[config.mk]
export PLATFORM = sky130hd
export DESIGN_NAME = cf_next_pc
export DESIGN_NICKNAME = d
export VERILOG_FILES = /design/src/rtl/cf_pkg.sv /design/src/rtl/cf_decode.sv /design/src/rtl/cf_target.sv /design/src/rtl/cf_next_pc.sv
export SDC_FILE = /design/constraint.sdc
export NUM_CORES = 1
export LEC_CHECK = 0
export ABC_AREA = 1
export CORE_MARGIN = 2
export CORE_UTILIZATION = 35
export CTS_CLUSTER_DIAMETER = 80
export CTS_CLUSTER_SIZE = 30
export DETAILED_ROUTE_END_ITERATION = 8
export DONT_BUFFER_PORTS = 1
export SLEW_MARGIN = 20
export SYNTH_ARGS = -nofsm -noshare
export SYNTH_HDL_FRONTEND = slang
export SYNTH_SLANG_ARGS = --single-unit
[constraint.sdc]
create_clock -name clk -period 9 [get_ports clk]
set_input_delay 1.8 -clock clk [delete_from_list [all_inputs] [get_ports clk]]
set_output_delay 1.8 -clock clk [all_outputs]
set_load 0.02 [all_outputs]
[src/rtl/cf_pkg.sv]
package cf_pkg;
  typedef enum logic [2:0] {
    CF_NONE,
    CF_REL_JMP,
    CF_REL_CALL,
    CF_BRANCH,
    CF_ABS_JMP,
    CF_ABS_CALL,
    CF_IND_JMP,
    CF_IND_CALL
  } cf_kind_e;

  localparam logic [15:0] ABS_MASK  = 16'hFE0E;
  localparam logic [15:0] ABS_JMP   = 16'h940C;
  localparam logic [15:0] ABS_CALL  = 16'h940E;
  localparam logic [15:0] IND_JMP   = 16'h9409;
  localparam logic [15:0] IND_CALL  = 16'h9509;
endpackage

[src/rtl/cf_decode.sv]
module cf_decode
  import cf_pkg::*;
(
  input  logic [15:0] word,
  output cf_kind_e    kind
);
  always_comb begin
    kind = CF_NONE;
    if (word[15:12] == 4'hC)                    kind = CF_REL_JMP;
    else if (word[15:12] == 4'hD)               kind = CF_REL_CALL;
    else if (word[15:11] == 5'b11110)           kind = CF_BRANCH;
    else if ((word & ABS_MASK) == ABS_JMP)      kind = CF_ABS_JMP;
    else if ((word & ABS_MASK) == ABS_CALL)     kind = CF_ABS_CALL;
    else if (word == IND_JMP)                   kind = CF_IND_JMP;
    else if (word == IND_CALL)                  kind = CF_IND_CALL;
  end
endmodule

[src/rtl/cf_target.sv]
module cf_target
  import cf_pkg::*;
#(
  parameter int PC_W = 22
) (
  input  cf_kind_e          kind,
  input  logic [PC_W-1:0]   pc,
  input  logic [15:0]       w0,
  input  logic [15:0]       w1,
  input  logic [7:0]        status,
  input  logic [15:0]       ptr,
  output logic [PC_W-1:0]   target,
  output logic              jump,
  output logic              call,
  output logic [PC_W-1:0]   ret
);
  localparam int ABS_W = 22;

  logic [PC_W-1:0] seq1, seq2, rel12, rel7, abs_t, ind_t;
  logic [ABS_W-1:0] abs_full;
  logic            cond_bit, cond_ok;

  assign seq1  = pc + PC_W'(1);
  assign seq2  = pc + PC_W'(2);
  assign rel12 = seq1 + {{(PC_W-12){w0[11]}}, w0[11:0]};
  assign rel7  = seq1 + {{(PC_W-7){w0[9]}}, w0[9:3]};

  assign abs_full = {w0[8:4], w0[0], w1};
  assign abs_t    = PC_W'(abs_full);

  generate
    if (PC_W > 16) begin : g_ind_keep_high
      assign ind_t = {pc[PC_W-1:16], ptr};
    end else begin : g_ind_narrow
      assign ind_t = ptr[PC_W-1:0];
    end
  endgenerate

  assign cond_bit = status[w0[2:0]];
  assign cond_ok  = w0[10] ? ~cond_bit : cond_bit;

  always_comb begin
    target = seq1;
    jump   = 1'b0;
    call   = 1'b0;
    ret    = seq1;
    unique case (kind)
      CF_REL_JMP:  begin target = rel12; jump = 1'b1; end
      CF_REL_CALL: begin target = rel12; jump = 1'b1; call = 1'b1; end
      CF_BRANCH:   begin
        if (cond_ok) begin target = rel7; jump = 1'b1; end
      end
      CF_ABS_JMP:  begin target = abs_t; jump = 1'b1; end
      CF_ABS_CALL: begin target = abs_t; jump = 1'b1; call = 1'b1; ret = seq2; end
      CF_IND_JMP:  begin target = ind_t; jump = 1'b1; end
      CF_IND_CALL: begin target = ind_t; jump = 1'b1; call = 1'b1; end
      default:     begin target = seq1; end
    endcase
  end
endmodule

[src/rtl/cf_next_pc.sv]
module cf_next_pc
  import cf_pkg::*;
#(
  parameter int PC_W = 22
) (
  input  logic            clk,
  input  logic            rst,
  input  logic            in_valid,
  input  logic [PC_W-1:0] cur_pc,
  input  logic [15:0]     insn_w0,
  input  logic [15:0]     insn_w1,
  input  logic [7:0]      status_b,
  input  logic [15:0]     ptr_val,
  output logic [PC_W-1:0] nxt_pc,
  output logic            taken,
  output logic            push_req,
  output logic [PC_W-1:0] ret_addr
);
  cf_kind_e        kind;
  logic [PC_W-1:0] tgt, ret_c;
  logic            jmp_c, call_c;

  cf_decode u_dec (.word(insn_w0), .kind(kind));

  cf_target #(.PC_W(PC_W)) u_tgt (
    .kind(kind), .pc(cur_pc), .w0(insn_w0), .w1(insn_w1),
    .status(status_b), .ptr(ptr_val),
    .target(tgt), .jump(jmp_c), .call(call_c), .ret(ret_c)
  );

  always_ff @(posedge clk) begin
    if (rst) begin
      nxt_pc   <= '0;
      taken    <= 1'b0;
      push_req <= 1'b0;
      ret_addr <= '0;
    end else if (in_valid) begin
      nxt_pc   <= tgt;
      taken    <= jmp_c;
      push_req <= call_c;
      if (call_c) ret_addr <= ret_c;
    end else begin
      taken    <= 1'b0;
      push_req <= 1'b0;
    end
  end

  AST_PUSH_NEEDS_VALID: assert property (@(posedge clk) disable iff (rst)
    push_req |-> $past(in_valid));
  AST_PUSH_IS_TAKEN: assert property (@(posedge clk) disable iff (rst)
    push_req |-> taken);
  AST_IDLE_HOLDS: assert property (@(posedge clk) disable iff (rst)
    !in_valid |=> (!taken && !push_req && $stable(nxt_pc) && $stable(ret_addr)));
  AST_FALLTHROUGH_SEQ: assert property (@(posedge clk) disable iff (rst)
    in_valid && !jmp_c |=> (nxt_pc == $past(cur_pc) + PC_W'(1)));
  AST_RET_AFTER_CALL: assert property (@(posedge clk) disable iff (rst)
    push_req |-> (ret_addr == $past(cur_pc) + PC_W'(1)
               || ret_addr == $past(cur_pc) + PC_W'(2)));
endmodule

==> key figures, run 1 <==
Run status
  • Status: finished clean

Timing
  • Worst clock skew: 0 ns
  • Final setup viols: 0
  • Slew HR: 0.300
  • Hold Slack: 0.568 ns
  • FMAX: 214 MHz
  • RSZ-0062 raised after global routing: false
  • Min Tclk post-route: 4.66 ns
  • Final-report max-slew violation count: 0
  • Final count of hold timing violations: 0
  • Fin crit share: 0.518
  • Measured slew at the worst slew-check pin: 1.04 ns
  • Setup TNS: 0 ns

Global routing
  • Grt ovf: 0
  • Antenna violations before repair: 1
  • First-pass GRT wire length: 39,300 um
  • Number of global-route vias before repair: 6,621
  • All-Layer GR Usage: 0.259
  • Pin count of the biggest net entering global routing: 40

Worst hold path
  • Hold Path Class: flip-flop to flip-flop
  • Hold Startpoint: nxt_pc[15]
  • Worst Hold End: nxt_pc[15]
  • Hold Path Depth: 2

Setup path
  • Crit path cell chain: ha_1 > nand2_1 > xor2_1 > inv_1 > ha_1 > nand2_1 > o21ai_0 > nand2_1 > nand2_1 > nand2_1 > nand2_1 > nand2_1 > nand3b_1 > nand3_1 > nand3_1 > nand2_1 > a21oi_1
  • CP startpoint kind: primary input
  • FF-to-FF Start: nxt_pc[21]
  • R2R Path End: nxt_pc[21]
  • Critical path's slowest cell: o21ai_0
  • Critical Path Sink Type: flip-flop
  • Reg2Reg Setup Slack: 8.07 ns
  • Critical path class: primary input to flip-flop
  • Worst EP arrival: 4.90 ns
  • Crit-path leading delay family: simple AND/OR/NAND/NOR gates
  • Critical path required time: 9.24 ns
  • Worst path bufs/invs: 1
  • Critical Path Max Stage Delay: 0.64 ns
  • Worst Path Max Fanout: 7
  • Cells on worst reg2reg path: 2
  • Critical Path Most Common Cell: nand2_1

Finish
  • Finished Layout Cells: 1,333
  • # fillers: 2,075
  • Final instance area: 6830 sq um
  • Layout cell share with drive strength beyond 1: 0.0580
  • Area Growth Syn to Fin: 5.79%
  • Nets@finish: 1,233

Placed design
  • Placed Area: 6630 sq um
  • Gpl congestion: 0.984
  • Placed cells: 1,324
  • Dpl hpwl: 20,900 um
  • PortBufs: 0

Route
  • Post-DR wirelength/cell: 19.5 um
  • Pre-antenna DRT Iters: 5
  • Final wirelength: 25,900 um
  • DR vias: 7,310
  • DR DRC count: 0
  • Post-DRT Antenna Nets: 0
  • DR iter-0 viols: 851
  • Vias per std cell: 5.48

Run
  • Max cap viols: 0

Synthesis
  • Syn Nets: 1,251
  • Post-Synthesis Cells: 1,120
  • Largest area contributor in the netlist: nand2_1
  • Synthesized area: 6460 sq um
  • Sequential-to-total area share from yosys stat: 0.143
  • EDFF count, synth: 0
  • Top cell type's share of synthesized area: 0.184
  • Post-synth cell types: 53
  • Synth Warn #: 0
  • Area contributors post-synth: nand2_1 (18%), dfxtp_1 (14%), ha_1 (9.3%), inv_1 (7.6%), a21oi_1 (7.5%)
  • Synth cell count leaders: nand2_1 (317), inv_1 (131), nor2_1 (121), a21oi_1 (97), nand3_1 (76)
  • Dominant synthesized flop cell: dfxtp_1
  • Register bit total from synthesis: 46
  • Syn Area/Cell: 5.77 sq um
  • Most frequent cell after synthesis: nand2_1
  • Asr flop ratio synth: 0

Floorplanning
  • Die W: 140 um
  • Die Height: 140 um
  • Die area: 19,600 sq um
  • Initial Util: 0.358
  • Core area: 18,000 sq um
  • Site Rows: 49
  • Top Ports: 127

Clocking
  • PostCTS Resize Cnt: 0
  • Skew-Pair Late Insertion Delay: 0.30 ns
  • Setup bufs post-CTS: 0
  • # H-tree levels: 2
  • Hold buffers post-CTS: 0
  • CTS clock-pin slew for the worst setup and hold paths: 0.07 ns
  • Clock buffer depth: 2
  • Clock root buffer: clkbuf_16
  • CTS Sinks: 46
  • Num CTS Buffers: 5
  • TritonCTS clock tree: yes

Power and ir drop
  • PD cells: 116 nW/um^2
  • LEAKAGE: 3.25 nW
  • VDD IR-drop max: 76.5 uV
-- flip-flops by register name (all words and copies together), names as in the netlist --
register and count:
ret_addr 22, nxt_pc 22, taken 1, push_req 1
-- area by class of cell --
type / count / area (sq um) / area share
diodes: 1 / 2.50 / 0.000366
clock buffers: 6 / 139 / 0.0203
clock inverters: 2 / 60.1 / 0.00879
inverters: 141 / 529 / 0.0775
multi-input cells: 905 / 4870 / 0.713
flip-flops and latches: 46 / 921 / 0.135
well taps: 229 / 287 / 0.0419
repair buffers: 3 / 22.5 / 0.00330
-- layer usage --
metal,GRT usage,up-vias,share of wire
met2,0.374,382,0.41
met1,0.377,3232,0.46
met5,0,-,0
li1,-,3656,-
met3,0.0654,40,0.11
met4,0.0737,0,0.028
-- stage by stage --
stage	worst slack (ns)	total power, W	utilization
3_3_place_gp	4.15	0.000534	0.368
2_1_floorplan	4.78	0.000459	-
5_1_grt	4.04	0.000841	0.379
3_5_place_dp	4.14	0.000534	0.368
4_1_cts	4.44	0.000790	0.379
6_report	4.34	0.000795	0.379
-- cells in the final DEF, fill, tap and decap left out, drive strengths merged --
| cell | n |
|---|---|
| a211oi | 8 |
| a21boi | 1 |
| a21o | 2 |
| a21oi | 100 |
| a221oi | 1 |
| a311oi | 1 |
| a31oi | 14 |
| and2 | 1 |
| and3 | 2 |
| buf | 3 |
| bufinv | 2 |
| clkbuf | 6 |
| clkinv | 2 |
| dfxtp | 46 |
| diode | 1 |
| fa | 2 |
| ha | 48 |
| inv | 139 |
| nand2 | 325 |
| nand3 | 79 |
| nand3b | 5 |
| nand4 | 18 |
| nor2 | 132 |
| nor2b | 1 |
| nor3 | 12 |
| nor4 | 4 |
| o2111ai | 1 |
| o211a | 1 |
| o211ai | 8 |
| o21a | 2 |
| o21ai | 78 |
| o21bai | 8 |
| o22ai | 4 |
| o31ai | 1 |
| or2 | 6 |
| xnor2 | 14 |
| xor2 | 26 |
-- power breakdown --
group / internal (W) / switching (W)
Combinational: 0.0000993 / 0.000207
Sequential: 0.000213 / 0.0000192
Clock: 0.000167 / 0.0000903
Total: 0.000479 / 0.000316
-- kinds of logic (layout without fill, tap and decap cells) --
logic type               count (synthesis)  after routing  synth area share
AO/OA/AOI/OAI                          230            230             0.205
XOR/XNOR                                40             40            0.0566
adder cells (fa/ha/maj)                 50             50            0.0992
buffers and inverters                  169            152             0.103
flip-flops                              46             46             0.143
other                                    0              1                 0
AND/OR/NAND/NOR                        585            585             0.393
-- worst max-delay path by stage --
stage          depth (start not counted)  startpoint  slack, ns          to
2_1_floorplan                         19   cur_pc[0]       4.78  nxt_pc[17]
3_3_place_gp                          19   cur_pc[0]       4.15  nxt_pc[17]
3_5_place_dp                          19   cur_pc[0]       4.14  nxt_pc[17]
4_1_cts                               19   cur_pc[0]       4.44  nxt_pc[17]
5_1_grt                               17   cur_pc[1]       4.04  nxt_pc[16]
6_report                              17   cur_pc[1]       4.34  nxt_pc[16]
-- worst min-delay path, cell delays in order, from the launching register on --
cell and delay, ns:
dfxtp_1 0.38, nand2_1 0.09, a21oi_1 0.06
No activity file was read; power rests on OpenSTA's default activity.
==> run 2, diff against run 1 <==
--- a/config.mk
+++ b/config.mk
@@ -5,7 +5,7 @@
 export SDC_FILE = /design/constraint.sdc
 export NUM_CORES = 1
 export LEC_CHECK = 0
-export ABC_AREA = 1
+export ABC_AREA = 0
 export CORE_MARGIN = 2
 export CORE_UTILIZATION = 35
 export CTS_CLUSTER_DIAMETER = 80
==> constraint.sdc (replaced) <==
create_clock -name clk -period 4.87 [get_ports clk]
set_input_delay 0.974 -clock clk [delete_from_list [all_inputs] [get_ports clk]]
set_output_delay 0.974 -clock clk [all_outputs]
set_load 0.02 [all_outputs]
==> key figures, run 2 <==
Timing
  • Worst clock skew: 0 ns
  • Fin crit share: 0.916
  • Final setup viols: 0
  • Slew HR: 0.378
  • Final-report max-slew violation count: 0
  • Setup TNS: 0 ns
  • Measured slew at the worst slew-check pin: 0.933 ns
  • Final count of hold timing violations: 0
  • FMAX: 224 MHz
  • Min Tclk post-route: 4.46 ns
  • RSZ-0062 raised after global routing: false

Global routing
  • Grt ovf: 0
  • M1 GR Usage: 0.296
  • Number of global-route vias before repair: 4,924
  • Pin count of the biggest net entering global routing: 45
  • Antenna violations before repair: 1
  • Global routing met2 resource utilization: 0.364
  • Most used routing layer in global routing: met2
  • Grt met3 use: 0.0544
  • First-pass GRT wire length: 28,200 um
  • All-Layer GR Usage: 0.224

Floorplanning
  • Die W: 127 um
  • Core area: 15,000 sq um
  • Initial Util: 0.353
  • Die area: 16,200 sq um
  • Die Height: 127 um
  • Top Ports: 127
  • Site Rows: 45

Route
  • Post-DR wirelength/cell: 21.2 um
  • Final wirelength: 18,700 um
  • Post-DRT Antenna Nets: 0
  • DR iter-0 viols: 452
  • DR vias: 5,380
  • Pre-antenna DRT Iters: 5
  • DR DRC count: 0
  • Vias per std cell: 6.11

Synthesis
  • Synth Warn #: 0
  • Asr flop ratio synth: 0
  • Dominant synthesized flop cell: dfxtp_1
  • Synth cell count leaders: nor2_1 (74), nand2_1 (70), a21oi_1 (64), ha_1 (48), xnor2_1 (47)
  • Post-Synthesis Cells: 706
  • Post-synth cell types: 78
  • Register bit total from synthesis: 46
  • Synthesized area: 5310 sq um
  • Sequential-to-total area share from yosys stat: 0.174
  • Syn Area/Cell: 7.52 sq um
  • Largest area contributor in the netlist: dfxtp_1
  • Top cell type's share of synthesized area: 0.174
  • Most frequent cell after synthesis: nor2_1
  • Syn Nets: 837
  • EDFF count, synth: 0
  • Area contributors post-synth: dfxtp_1 (17%), ha_1 (11%), xnor2_1 (7.8%), a21oi_1 (6.0%), nor2_1 (5.2%)

Finish
  • Nets@finish: 824
  • Layout cell share with drive strength beyond 1: 0.0678
  • Commonest cells after routing, fill and taps aside: nor2_1 (74), nand2_1 (70), a21oi_1 (64)
  • Largest registers: nxt_pc: 22 flops, ret_addr: 22 flops
  • Commonest non-fill, non-tap cell in the layout: nor2_1
  • Final Util: 0.378
  • ANT cells: 0
  • Area Growth Syn to Fin: 6.98%

Setup path
  • FF-to-FF Start: nxt_pc[16]
  • Cells on worst reg2reg path: 5
  • Critical Path Sink Type: flip-flop
  • Reg2Reg Setup Slack: 3.44 ns
  • CP startpoint kind: primary input
  • R2R Path End: nxt_pc[16]
  • Worst EP arrival: 4.64 ns
  • Critical path required time: 5.05 ns
  • Critical Path Max Stage Delay: 0.47 ns
  • Critical path class: primary input to flip-flop
  • Critical path's slowest cell: xnor2_1
  • Crit path cell chain: ha_1 > nand3_1 > inv_2 > nand3_1 > or2_1 > nor2_2 > nand3_1 > xnor2_1 > ha_1 > a21o_1 > a21o_1 > a221oi_1 > o31a_1 > o21ai_0 > xnor2_1 > a221oi_1 > o2bb2ai_1
  • Worst Path Max Fanout: 8
  • Critical Path Most Common Cell: nand3_1

Clocking
  • TritonCTS clock tree: yes
  • # H-tree levels: 2
  • Clock root buffer: clkbuf_16
  • Hold buffers post-CTS: 0
  • Setup bufs post-CTS: 0
  • CTS Sinks: 46
  • Clock buffer depth: 2
  • Num CTS Buffers: 5
  • CTS clock-pin slew for the worst setup and hold paths: 0.07 ns
  • Skew-Pair Late Insertion Delay: 0.30 ns
  • PostCTS Resize Cnt: 0

Placed design
  • Gpl congestion: 0.963
  • PortBufs: 0
  • Dpl hpwl: 14,600 um

Power and ir drop
  • LEAKAGE: 2.17 nW
  • PD cells: 229 nW/um^2
  • VDD IR-drop max: 131 uV

Worst hold path
  • Worst Hold End: ret_addr[6]
  • Hold Path Class: flip-flop to flip-flop
  • Hold Path Depth: 2
  • Hold Startpoint: ret_addr[6]

Run status
  • Status: finished clean

Run
  • Max cap viols: 0
## run 2: worst max path at each step
stage | startpoint | end | slack [ns] | cells past startpoint
floorplan | cur_pc[0] | nxt_pc[21] | 0.65 | 17
global placement | cur_pc[0] | nxt_pc[19] | 0.23 | 18
detailed placement | cur_pc[0] | nxt_pc[21] | 0.13 | 17
CTS | cur_pc[0] | nxt_pc[21] | 0.44 | 17
global route | cur_pc[0] | nxt_pc[21] | 0.04 | 17
finish | cur_pc[0] | nxt_pc[21] | 0.41 | 17
## run 2: report_power, final
| group | switching (W) | leakage, nW | internal, W |
|---|---|---|---|
| sequential | 0.0000352 | 0.377 | 0.000394 |
| clock | 0.000164 | 0.0829 | 0.000254 |
| combinational | 0.000262 | 1.71 | 0.000190 |
## run 2: cell type report
type	instances	area, sq um
timing repair buffer	11	82.6
inverter	23	86.3
clock inverter	1	30.0
fill	1603	9360
tap	188	235
clock buffer	6	139
multi-input combinational	606	4180
sequential	46	921
## run 2: routing by layer
metal,vias up,wire length (um)
met4,0,484
met3,37,1790
met5,-,0
met1,2487,8120
met2,252,8310
li1,2604,-
## run 2: metrics by stage
stage	setup slack, ns	total power (W)	cell area, sq um	hold slack (ns)	instances
floorplan	0.646	0.000793	5310	0.530	706
global placement	0.233	0.000881	5510	0.539	874
detailed placement	0.128	0.000879	5510	0.546	874
CTS	0.444	0.00130	5680	0.555	881
global route	0.0438	0.00137	5680	0.574	881
finish	0.410	0.00130	5680	0.552	881
## run 2: worst max-delay path, delay by kind of cell
| family | cells | cell delay [ns] |
|---|---|---|
| AND/OR/NAND/NOR | 5 | 0.96 |
| AO/OA/AOI/OAI | 7 | 1.48 |
| XOR/XNOR | 2 | 0.64 |
| adder cells (fa/ha/maj) | 2 | 0.52 |
| buffers and inverters | 1 | 0.07 |
## run 2: logic make-up after synthesis
| family | after synthesis | share of synthesized area |
|---|---|---|
| muxes | 7 | 0.0182 |
| buffers and inverters | 54 | 0.0420 |
| adders and majority gates | 50 | 0.121 |
| AOI/OAI and AO/OA | 228 | 0.292 |
| and+or+nand+nor | 248 | 0.233 |
| xor gates and xnor gates | 73 | 0.120 |
| DFF | 46 | 0.174 |
